File: config.mk
export PLATFORM = sky130hd
export DESIGN_NAME = ns3_noise_shaper
export DESIGN_NICKNAME = d
export VERILOG_FILES = /design/src/rtl/ns3_pkg.sv /design/src/rtl/ns3_strobe_sel.sv /design/src/rtl/ns3_quantizer.sv /design/src/rtl/ns3_loop_filter.sv /design/src/rtl/ns3_noise_shaper.sv
export SDC_FILE = /design/constraint.sdc
export NUM_CORES = 1
export LEC_CHECK = 0
export ABC_AREA = 0
export BUFFER_PORTS_ARGS = -buffer_cell sky130_fd_sc_hd__buf_2
export CORE_AREA = 5 5 166 104
export CTS_BUF_LIST = sky130_fd_sc_hd__clkbuf_16
export DETAILED_ROUTE_END_ITERATION = 10
export DIE_AREA = 0 0 171 109
export PLACE_DENSITY = 0.77
export SLEW_MARGIN = 20
export SYNTH_ARGS = -nofsm -noshare
export SYNTH_HDL_FRONTEND = slang
export SYNTH_SLANG_ARGS = --single-unit
File: constraint.sdc
create_clock -name clk_i -period 10.7 [get_ports clk_i]
set_clock_uncertainty 0.05 [all_clocks]
set_input_delay 1.605 -clock clk_i [delete_from_list [all_inputs] [get_ports clk_i]]
set_output_delay 1.605 -clock clk_i [all_outputs]
set_load 0.01 [all_outputs]
File: src/rtl/ns3_pkg.sv
package ns3_pkg;
  function automatic int binom(input int n, input int k);
    int r;
    r = 1;
    for (int i = 1; i <= k; i++) r = r * (n - k + i) / i;
    return r;
  endfunction

  // coefficient of z^-k in (1 - z^-1)^n
  function automatic int ntf_coef(input int n, input int k);
    return ((k % 2) == 1) ? -binom(n, k) : binom(n, k);
  endfunction
endpackage

File: src/rtl/ns3_strobe_sel.sv
module ns3_strobe_sel (
  input  logic rate_sel_i,
  input  logic en_lo_i,
  input  logic en_hi_i,
  output logic en_o
);
  logic [1:0] en_vec;
  assign en_vec = {en_hi_i, en_lo_i};
  assign en_o   = en_vec[rate_sel_i];
endmodule

File: src/rtl/ns3_quantizer.sv
module ns3_quantizer #(
  parameter int W      = 24,
  parameter int CODE_W = 4,
  parameter int VW     = 28
) (
  input  logic signed [VW-1:0] v_i,
  output logic [CODE_W-1:0]    code_o,
  output logic signed [W-1:0]  err_o,
  output logic                 clip_o
);
  localparam int SHIFT = W - CODE_W;
  localparam int MID   = 2 ** (CODE_W - 1);
  localparam int CMAX  = 2 ** CODE_W - 1;
  localparam logic signed [VW-1:0] MID_V  = VW'(MID);
  localparam logic signed [VW-1:0] CMAX_V = VW'(CMAX);
  localparam logic signed [VW-1:0] EMAX_V = VW'((2 ** (W - 1)) - 1);
  localparam logic signed [VW-1:0] EMIN_V = -(VW'(2 ** (W - 1)));

  logic signed [VW-1:0] lvl;
  logic signed [VW-1:0] lvl_c;
  logic signed [VW-1:0] recon;
  logic signed [VW-1:0] diff;

  always_comb begin
    lvl    = (v_i >>> SHIFT) + MID_V;
    clip_o = 1'b0;
    lvl_c  = lvl;
    if (lvl < 0) begin
      lvl_c  = '0;
      clip_o = 1'b1;
    end else if (lvl > CMAX_V) begin
      lvl_c  = CMAX_V;
      clip_o = 1'b1;
    end
    code_o = lvl_c[CODE_W-1:0];
    recon  = (lvl_c - MID_V) <<< SHIFT;
    diff   = v_i - recon;
    if (diff > EMAX_V)      err_o = EMAX_V[W-1:0];
    else if (diff < EMIN_V) err_o = EMIN_V[W-1:0];
    else                    err_o = diff[W-1:0];
  end
endmodule

File: src/rtl/ns3_loop_filter.sv
module ns3_loop_filter
  import ns3_pkg::*;
#(
  parameter int W     = 24,
  parameter int ORDER = 3,
  parameter int VW    = 28
) (
  input  logic                 clk_i,
  input  logic                 rst_ni,
  input  logic                 clr_i,
  input  logic                 en_i,
  input  logic signed [W-1:0]  x_i,
  input  logic signed [W-1:0]  err_i,
  output logic signed [VW-1:0] v_o
);
  logic signed [W-1:0]  err_q [ORDER];
  logic signed [VW-1:0] term  [ORDER];

  for (genvar k = 0; k < ORDER; k++) begin : g_tap
    localparam logic signed [VW-1:0] GAIN = VW'(-ntf_coef(ORDER, k + 1));
    logic signed [VW-1:0] e_ext;
    assign e_ext   = VW'(err_q[k]);
    assign term[k] = GAIN * e_ext;

    always_ff @(posedge clk_i or negedge rst_ni) begin
      if (!rst_ni)    err_q[k] <= '0;
      else if (clr_i) err_q[k] <= '0;
      else if (en_i) begin
        if (k == 0) err_q[k] <= err_i;
        else        err_q[k] <= err_q[(k == 0) ? 0 : k - 1];
      end
    end
  end

  always_comb begin
    v_o = VW'(x_i);
    for (int k = 0; k < ORDER; k++) v_o = v_o + term[k];
  end
endmodule

File: src/rtl/ns3_noise_shaper.sv
module ns3_noise_shaper #(
  parameter int W      = 24,
  parameter int CODE_W = 4,
  parameter int ORDER  = 3
) (
  input  logic              clk_i,
  input  logic              rst_ni,
  input  logic              clr_i,
  input  logic              rate_sel_i,
  input  logic              en_lo_i,
  input  logic              en_hi_i,
  input  logic [W-1:0]      sample_i,
  output logic [CODE_W-1:0] code_o,
  output logic              valid_o,
  output logic              clip_o
);
  localparam int VW   = W + ORDER + 1;
  localparam int STEP = 2 ** (W - CODE_W);
  localparam logic [CODE_W-1:0] MID_CODE = CODE_W'(2 ** (CODE_W - 1));

  logic                 en;
  logic signed [VW-1:0] v;
  logic [CODE_W-1:0]    q_code;
  logic signed [W-1:0]  q_err;
  logic                 q_clip;

  ns3_strobe_sel u_sel (
    .rate_sel_i (rate_sel_i),
    .en_lo_i    (en_lo_i),
    .en_hi_i    (en_hi_i),
    .en_o       (en)
  );

  ns3_loop_filter #(.W(W), .ORDER(ORDER), .VW(VW)) u_lf (
    .clk_i  (clk_i),
    .rst_ni (rst_ni),
    .clr_i  (clr_i),
    .en_i   (en),
    .x_i    ($signed(sample_i)),
    .err_i  (q_err),
    .v_o    (v)
  );

  ns3_quantizer #(.W(W), .CODE_W(CODE_W), .VW(VW)) u_q (
    .v_i    (v),
    .code_o (q_code),
    .err_o  (q_err),
    .clip_o (q_clip)
  );

  always_ff @(posedge clk_i or negedge rst_ni) begin
    if (!rst_ni) begin
      code_o  <= MID_CODE;
      valid_o <= 1'b0;
      clip_o  <= 1'b0;
    end else if (clr_i) begin
      code_o  <= MID_CODE;
      valid_o <= 1'b0;
      clip_o  <= 1'b0;
    end else begin
      valid_o <= en;
      if (en) begin
        code_o <= q_code;
        clip_o <= clip_o | q_clip;
      end
    end
  end

  // clear wins over any strobe
  a_r1_clear: assert property (@(posedge clk_i) disable iff (!rst_ni)
    clr_i |=> (code_o == MID_CODE && !clip_o && !valid_o));

  // no accepted strobe holds the output
  a_r3_hold: assert property (@(posedge clk_i) disable iff (!rst_ni)
    (!en && !clr_i) |=> ($stable(code_o) && $stable(clip_o) && !valid_o));

  // one-cycle latency of valid
  a_r3_valid: assert property (@(posedge clk_i) disable iff (!rst_ni)
    (en && !clr_i) |=> valid_o);

  // unclipped residue stays within one quantizer step
  a_r5_err_in_step: assert property (@(posedge clk_i) disable iff (!rst_ni)
    (en && !q_clip) |-> (q_err >= 0 && q_err < STEP));

  // clip flag is sticky
  a_r7_sticky: assert property (@(posedge clk_i) disable iff (!rst_ni)
    (clip_o && !clr_i) |=> clip_o);
endmodule

== Yosys cells after proc, flatten, opt, wreduce, memory -nomap -nowiden ==
Cells that the tools add are included.

* Register bits after elaboration: 78
* Input bits: 30
* Output and inout bits: 6
* Logic and storage cells: 40

* $add $sub $neg: 6
* Multiply operators: 2
* Order comparisons: 5
* Muxes and demuxes: 19
* Bitwise gates (word level): 1
* Reduce and logical (&&, ||, !) cells: 1

{| class="wikitable"
|+ Operator list
! kind !! count
|-
| $mux W24 || 8
|-
| $mul A3 B24 Y27 const A || 2
|-
| $add A24 B27 Y28 || 1
|-
| $add A28 B24 Y28 || 1
|-
| $add A28 B28 Y28 || 1
|-
| $gt A28 B24 Y1 const B || 1
|-
| $lt A28 B24 Y1 const B || 1
|-
| $sub A28 B28 Y28 || 1
|-
| $mux W8 || 2
|-
| $add A8 B5 Y9 const B || 1
|-
| $gt A9 B5 Y1 const B || 1
|-
| $lt A9 B1 Y1 const B || 1
|-
| $mux W4 || 2
|-
| $sub A8 B5 Y8 const B || 1
|-
| $mux W1 || 7
|-
| $lt A1 B2 Y1 const B || 1
|-
| $reduce_bool A2 Y1 || 1
|-
| $or A1 B1 Y1 || 1
|}

== Depth between registers and ports, before layout ==
Gate-level depths: netlist of run 1.

* Word-level depth: 15
* Depth in mapped cells: 52
* Gate-level depth less buffers: 49

== Cells and area by module ==
Synthesis of run 1 repeated with hierarchy kept, for this count alone.

* Cells, all modules: 916
* Area total of the unflattened synthesis: 8734.6 um^2

{| class="wikitable"
|+ Modules (own cells, without submodules)
! module !! times used !! cells an instance !! area each (um^2) !! sequential area each (um^2)
|-
| ns3_loop_filter || 1 || 761 || 7513.5 || 1801.7
|-
| ns3_quantizer || 1 || 136 || 969.7 || 0.0
|-
| ns3_noise_shaper || 1 || 18 || 236.5 || 151.4
|-
| ns3_strobe_sel || 1 || 1 || 15.0 || 0.0
|}

== Worst setup path after synthesis of run 1 ==
OpenSTA, ideal clock, no wires.

* Path type: flip-flop to flip-flop
* Start point: reg u_lf.err_q[25] (netlist bit)
* End point: reg u_lf.err_q[59] (netlist bit)
* Setup time: 0.066 ns
* Arrival: 9.787 ns
* Data required time: 10.584 ns
* Slack: 0.797 ns
* Stages on the path, launching flop included: 50
* Path buffers: 3
* Clock period less this slack: 9.903 ns
* Path through: dfrtp_1 inv_1 ha_1 ha_1 ha_1 inv_1 fa_1 nor2b_1 o21ai_0 a21boi_0 o21ai_0 a21boi_0 o21ai_0 a21o_1 a31o_2 nor2_1 a211oi_1 nand2_1 [... 14 more ...] o211ai_1 nand2b_1 o21ai_0 a31oi_1 nor2_1 a31oi_1 inv_1 ha_1 ha_1 clkbuf_2 a21o_1 a41o_1 a21boi_1 or3_1 buf_2 nor3_4 buf_6 a221o_1

* Longest elaborated chain between the ends: 14
* Elaborated cells between the ends (all ways): 16
* Classes of those cells: 5 x add/sub; 1 x mul; 4 x order compare; 6 x mux

{| class="wikitable"
|+ RTL lines
! element !! RTL line !! text
|-
| start: declaration || ns3_loop_filter.sv:16 || <nowiki>logic signed [W-1:0] err_q [ORDER];</nowiki>
|-
| start signal: indexed assignment || ns3_loop_filter.sv:29 || <nowiki>if (k == 0) err_q[k] <= err_i;</nowiki>
|-
| start signal: indexed assignment || ns3_loop_filter.sv:30 || <nowiki>else err_q[k] <= err_q[(k == 0) ? 0 : k - 1];</nowiki>
|-
| $mul A3 B24 Y27 (*) || ns3_loop_filter.sv:23 || <nowiki>assign term[k] = GAIN * e_ext;</nowiki>
|-
| $add A28 B28 Y28 (*) || ns3_loop_filter.sv:37 || <nowiki>for (int k = 0; k < ORDER; k++) v_o = v_o + term[k];</nowiki>
|-
| $add A28 B24 Y28 (*) || ns3_loop_filter.sv:37 ||
|-
| $add A8 B5 Y9 || ns3_quantizer.sv:25 || <nowiki>lvl = (v_i >>> SHIFT) + MID_V;</nowiki>
|-
| $gt A9 B5 Y1 || ns3_quantizer.sv:31 || <nowiki>end else if (lvl > CMAX_V) begin</nowiki>
|-
| $mux W8 || ns3_quantizer.sv:31 ||
|-
| $mux W8 || ns3_quantizer.sv:28 || <nowiki>if (lvl < 0) begin</nowiki>
|-
| $sub A8 B5 Y8 || ns3_quantizer.sv:36 || <nowiki>recon = (lvl_c - MID_V) <<< SHIFT;</nowiki>
|-
| $sub A28 B28 Y28 (*) || ns3_quantizer.sv:37 || <nowiki>diff = v_i - recon;</nowiki>
|-
| $lt A28 B24 Y1 || ns3_quantizer.sv:39 || <nowiki>else if (diff < EMIN_V) err_o = EMIN_V[W-1:0];</nowiki>
|-
| $mux W24 || ns3_quantizer.sv:39 ||
|-
| $mux W24 (*) || ns3_quantizer.sv:38 || <nowiki>if (diff > EMAX_V) err_o = EMAX_V[W-1:0];</nowiki>
|-
| $mux W24 (*) || ns3_loop_filter.sv:28 || <nowiki>else if (en_i) begin</nowiki>
|-
| $mux W24 (*) || ns3_loop_filter.sv:27 || <nowiki>else if (clr_i) err_q[k] <= '0;</nowiki>
|}

Mark *: on every way between the ends. The rest lies on a longest branch, timed or not. The select of a mux whose other input is x is not followed.
A chain may end at the register's enable or synchronous reset.

== Worst setup path after layout of run 1 ==
* Start point: reg u_lf.err_q[26] (netlist bit)
* End point: reg u_lf.err_q[53] (netlist bit)

The elaborated chain is that of the path after synthesis.

==> reports/summary.md, run 1 <==
The area enclosed by the die boundary was 18,600 µm². Clock-pin slew on the worst setup and hold paths: 0.06 ns. Start of the worst register-to-register path: u_lf.err_q[26]. Pin placement for this block handled 36 I/O pins. The depth of the CTS H-tree was 3; the number of enable flip-flop cells after synthesis was 0.

The worst setup path is launched from a register. For this run, the number of Yosys warnings is 0. The starting DRC count in detailed routing was 541; the data arrival time of the critical path was 10.44 ns. The largest individual stage delay along the critical path comes from the cell or4_4. Type of the worst setup path: register to register. The number of input and output port buffers inserted was 35; the final antenna-violating net count was 0. For the hold violation count in the final report, the log shows 0. The run finished with clean final reports.

The tightest min-delay check is of the register to register type. After detailed routing, the number of remaining DRC violations is 0. 0 antenna diodes ended up in the layout. Synthesis-to-layout area growth: 8.51%. The first global-routing pass estimated 34.0 mm of wire. The number of global-route vias before repair is 6,608, and the setup slack of the worst register-to-register path is 0.48 ns. The run gives 0 as the count of final max-slew check failures.

For the largest buffer count on any clock path, the log shows 2. Buffers inserted during clock tree synthesis total 9. TritonCTS built the clock tree. Counting cells, the worst reg-to-reg path comes to 46. For this run, the slowest stage of the critical path takes 0.53 ns. After synthesis, the cell types taking the most area are dfrtp_1 21%, ha_1 18%, fa_1 17%, inv_1 8.5%, a22o_1 3.3%. The share of flip-flops with an asynchronous set or reset was 1.00. The tools report the via count as 6,882. The most critical setup path has its endpoint at u_lf.err_q[53]. The pre-antenna-repair detailed-routing pass consisted of 5 iterations. Entering global routing, the biggest net connects 70 pins.

The cell sitting at the root of the clock tree is a clkbuf_16. The worst max-slew margin expressed relative to the limit was 0.427; the sequential element share of the synthesized area was 0.214. Summed over all layers, the routed wires come to 20.5 mm.

The clock reaches the later pin of the worst-skew pair after 0.35 ns. The tool flagged a number of max-cap violations equal to 0. Primary flip-flop cell chosen by synthesis mapping: dfrtp_1. After global routing the overflow that remains totals 0. Instance count of the mapped netlist: 975. The synthesized design contains 78 register bits. The floorplan has 36 rows.

Summed over all instances, the cell type with the most area after synthesis is dfrtp_1. The final core area utilization is 0.629. The mean cell area of the mapped netlist was 9.35 µm²; the share of the synthesized area in the top cell type was 0.211.

In this run the worst path has a maximum fanout of 19. At the worst endpoint, the required time is 10.92 ns. The total setup violations reported at the end of the flow is 0. Dividing the detail-routed via count by the number of cells gives 5.64. Static timing analysis puts the maximum clock frequency at 97.8 MHz.

The type of destination of the critical path is a register. The share of the clock period used by the worst path is 0.955, and the time the final worst path needs with I/O delays and setup is 10.22 ns. The average routed wire per standard cell was 16.8 µm; the placeable core area was 15,700 µm².

The height of the die was 109 µm. inv_1 is the most common cell in the netlist. The initial core utilization is 0.580. The number of sinks on the clock net came out at 78. Among the stages of the critical path, the cell type that occurs most often is ha_1. The die is 171 µm wide.

The half-perimeter wire length of the detailed placement result came out at 16.1 mm. The capture point of the worst reg-to-reg path is u_lf.err_q[53]. After synthesis, the most frequently instantiated cells are 206 x inv_1, 129 x ha_1, 78 x fa_1. The cell area that synthesis handed to floorplanning was 9110 µm². The total routing resource utilization after global routing came out at 0.231. Setup repair after global routing left no endpoint under its margin.

The most critical setup path has its startpoint at u_lf.err_q[26]. Number of antenna violations at the first check in global routing: 0. The netlist uses 75 different library cells. The number of stages on the worst hold path is 2, and the final weighted congestion of routability-driven global placement is 0.901. The worst hold slack was 0.436 ns; the ratio of cells with drive above 1 in the final layout was 0.107. The pin slew with the least headroom to its limit came out at 0.860 ns. The number of nets in the synthesized netlist is 1,212.

After the last flow step, the layout net total stands at 1,244.
[cells in the final DEF (no fill, tap or decap), drive strengths merged, types with 10 or more instances in the layout]
cell   instances
xnor2         31
a21o          18
xor2          16
buf           51
a21oi         40
nand2         54
nor2          39
nand3         13
ha           129
dfrtp         77
a31oi         10
o21ai         52
a221o         18
a22o          34
nor3          17
fa            78
inv          207
[metal layers]
metal,up-vias,wire (µm),GRT usage
met1,3313,11200,0.381
met4,0,244,0.0441
met5,-,0,0
met3,25,1080,0.0377
li1,3355,-,-
met2,189,8050,0.315
[registers in the layout, indices dropped and copies added (netlist names)]
| name | count |
|---|---|
| valid_o | 1 |
| code_o | 4 |
| u_lf.err_q | 72 |
| clip_o | 1 |
[critical path: cells and delay by family, from the launching register on]
family / cells / cell delay, ns
compound gates: 18 / 3.72
fa+ha+maj: 9 / 3.02
simple gates: 10 / 2.06
buf+inv: 7 / 0.66
flops: 1 / 0.40
xor+xnor: 2 / 0.23
[final cells by class]
| type | count | area, µm² |
|---|---|---|
| Clock buffer | 9 | 225 |
| Fill cell | 1352 | 5830 |
| Tap cell | 209 | 262 |
| Inverter | 207 | 777 |
| Clock inverter | 6 | 62.6 |
| Timing Repair Buffer | 51 | 323 |
| Multi-Input combinational cell | 660 | 6290 |
| Sequential cell | 78 | 1950 |
[cells by family after synthesis]
group,synth area share
buffers and inverters,0.101
AOI/OAI and AO/OA,0.196
adders and majority gates,0.348
and+or+nand+nor,0.0914
DFF,0.214
xor gates and xnor gates,0.0468
other,0.000411
muxes,0.00110
[metrics by stage]
stage	cells	cell area, µm²	TNS [ns]	setup WS [ns]
floorplan	975	9110	0	0.797
global placement	1202	9520	0	0.0825
detailed placement	1202	9520	-0.745	-0.0507
CTS	1217	9820	0	0.0221
global route	1220	9890	0	0.000169
finish	1220	9890	0	0.477
[what timing repair did]
action | CTS | global route
setup endpoints to repair | 21 | 24
buffers inserted | 0 | 3
hold buffers | 0 | 0
pin swaps | 1 | 5
cloned | 0 | 0
resized for setup | 2 | 13
[worst min-delay path by stage]
stage	from	endpoint	slack, ns
detailed placement	u_lf.err_q[20]	u_lf.err_q[20]	0.42
global route	u_lf.err_q[20]	u_lf.err_q[20]	0.45
floorplan	u_lf.err_q[10]	u_lf.err_q[10]	0.40
global placement	u_lf.err_q[20]	u_lf.err_q[20]	0.41
CTS	u_lf.err_q[20]	u_lf.err_q[20]	0.44
finish	u_lf.err_q[13]	u_lf.err_q[13]	0.44
Power of run 1 is not shown: default switching activity piles up to over one toggle a cycle in this logic, so the estimate is an artifact.
==> inputs of run 2 (changes only) <==
--- a/config.mk
+++ b/config.mk
@@ -7,11 +7,10 @@
 export LEC_CHECK = 0
 export ABC_AREA = 0
 export BUFFER_PORTS_ARGS = -buffer_cell sky130_fd_sc_hd__buf_2
-export CORE_AREA = 5 5 166 104
+export CORE_AREA = 5 5 215 133
 export CTS_BUF_LIST = sky130_fd_sc_hd__clkbuf_16
 export DETAILED_ROUTE_END_ITERATION = 10
-export DIE_AREA = 0 0 171 109
-export PLACE_DENSITY = 0.77
+export DIE_AREA = 0 0 220 138
 export SLEW_MARGIN = 20
 export SYNTH_ARGS = -nofsm -noshare
 export SYNTH_HDL_FRONTEND = slang
==> reports/summary.md, run 2 (synthesized netlist as in run 1, its figures left out) <==
The area enclosed by the die boundary was 30,400 µm²; the number of stages on the worst hold path was 2. The setup slack of the worst register-to-register path was 0.53 ns. The run gives 10,100 µm² as the final design instance area without fill.

At the end of routability-driven placement, the weighted congestion stood at 0.842. u_lf.err_q holds more flip-flops than any other register. For the final antenna-violating net count, the log shows 0.

After detailed placement, the total cell area comes to 9730 µm². Subtracting the final worst setup slack from the clock period gives 10.17 ns. In this run the vertical extent of the chip is 138 µm. The logs give 0 for the antenna diode instance count and 9 for the number of clock buffers inserted by TritonCTS.

The tools report the root buffer cell as clkbuf_16. In this run the core area contains 46 standard-cell rows. The H-tree generated during clock tree synthesis spans 3 levels.

The register with the most flip-flops in the layout has 72 of them. The global-route congestion overflow total is 0. The tools report the placeable core area as 26,200 µm². At the pin with the least slew margin, the transition time is 0.946 ns. The DRC violation count after routing is 0. The largest individual stage delay along the critical path comes from the cell fa_1. The initial core utilization came out at 0.347. The count of final max-slew check failures is 0. The ratio of cells with drive above 1 in the final layout was 0.111. Dividing the detail-routed wire length by the instance count gives 16.0 µm. Timing would allow up to 98.3 MHz. In this run the most critical hold path is launched from u_lf.err_q[8].

Detailed routing inserted a total of 6,780 vias. In this run, the number of DRC markers left after iteration 0 of detailed routing was 530. The share of the clock period used by the worst path works out to 0.951.

The synthesis-to-layout area growth was 11.3%; the highest net fanout along the worst path was 23. Before antenna repair, the detailed router went through 6 iterations. The number of antenna violations at the first check in global routing is 0, and the quantity of hold-fixing buffers added after cts is 0.

Measured in cells, the most critical reg-to-reg path has a length of 47. The run gives 10.42 ns as the data arrival time of the critical path. TritonCTS built the clock tree. The run gives 36 as the total I/O pin count. Leaving out fill and tap cells, the most frequent cells in the layout are 208 x inv_1, 123 x ha_1, 78 x fa_1, 77 x dfrtp_1, 54 x nand2_1.

The half-perimeter wire length of the detailed placement result is 17.3 mm, and the worst max-slew margin expressed relative to the limit is 0.369. Largest buffer count on any clock path: 2. Clock-pin slew was measured on the worst setup and hold paths at 0.07 ns. Once placement completed, the tool counted placed cells totaling 1,355. The total routing resource utilization after global routing was 0.150; the pin count of the biggest net entering global routing was 79. At the later pin of the worst-skew pair, clock insertion delay measures 0.36 ns. The tools report the total negative slack for setup checks as 0 ns.

The worst endpoint required time was 10.95 ns; the worst hold slack was 0.432 ns. The tools report the end point of the most critical hold path as u_lf.err_q[8]. The routed design has 22.0 mm of wire. The startpoint identified for the worst register-to-register timing path is u_lf.err_q[25].

The wire length of the first global-routing pass came out at 36.7 mm. Total setup violations reported at the end of the flow: 0. In this run the worst hold path is classified as register to register. STA classifies the critical path startpoint as a register.

The run gives 78 as the number of sinks on the clock net. Hold violation count in the final report: 0. The flow ran to the end, and the final reports show no timing, DRC or antenna violations.

The largest incremental delay on the critical path was 0.53 ns; the number of input and output port buffers inserted was 35. Type of the worst setup path: register to register. Most frequent standard cell in the layout excluding fill and tap cells: inv_1. The tools report the type of destination of the critical path as a register. The largest registers in the layout are u_lf.err_q (72), code_o (4). The via-per-instance ratio works out to 4.93. The logs give 6,675 for the number of global-route vias before repair and 1,375 for the final non-filler cell total.

In this run the critical register-to-register path is captured at u_lf.err_q[65]. The tool flagged a number of max-cap violations equal to 0. The die is 220 µm wide.

Count of nets after finishing: 1,247.
-- run 2: changes by cell type in the layout (fill, tap and decap cells not counted), moves of 2 or more --
cell | previous run | this run
ha_1 | 127 | 123
buf_4 | 15 | 17
a21oi_1 | 31 | 34
clkinvlp_4 | 2 | 0
ha_2 | 2 | 6
a21oi_2 | 7 | 4
inv_1 | 206 | 208
-- run 2: worst max-delay path: cells and delay by family (launching register included) --
| family | cells | cell delay (ns) |
|---|---|---|
| compound gates | 20 | 3.42 |
| fa+ha+maj | 10 | 3.58 |
| buf+inv | 7 | 0.73 |
| xor+xnor | 1 | 0.29 |
| flops | 1 | 0.40 |
| simple gates | 9 | 1.66 |
-- run 2: final cells by class --
type | count | area [µm²]
well taps | 360 | 450
flip-flops and latches | 78 | 1950
fillers | 2696 | 16100
clock inverters | 7 | 81.3
inverters | 207 | 777
clock buffers | 9 | 225
multi-input cells | 660 | 6300
repair buffers | 54 | 349
-- run 2: per-layer routing --
metal	part of all wire	up-vias	GRT usage
met5	0	-	0
met4	0.0071	0	0.0256
met3	0.050	12	0.0281
met2	0.35	146	0.180
met1	0.59	3260	0.267
li1	-	3362	-
-- run 2: worst max-delay path by stage --
stage | startpoint | to | cells past startpoint
after floorplan | u_lf.err_q[25] | u_lf.err_q[59] | 49
after global routing | u_lf.err_q[25] | u_lf.err_q[65] | 47
after detailed placement | u_lf.err_q[25] | u_lf.err_q[65] | 45
after global placement | u_lf.err_q[25] | u_lf.err_q[63] | 46
after CTS | u_lf.err_q[25] | u_lf.err_q[65] | 45
final | u_lf.err_q[25] | u_lf.err_q[65] | 47
-- run 2: stage by stage --
stage                     worst slack [ns]  utilization
final                                0.527        0.386
after global routing               -0.0222        0.386
after CTS                           0.0240        0.382
after detailed placement            0.0383        0.371
after global placement               0.144        0.371
after floorplan                      0.797            -
-- run 2: timing repair --
| action | in CTS | in global routing |
|---|---|---|
| buffers inserted | 0 | 4 |
| gates resized for setup | 0 | 20 |
| setup endpoints to repair | 17 | 24 |
| pin swaps | 1 | 5 |
Power of run 2 is left out for the same reason.
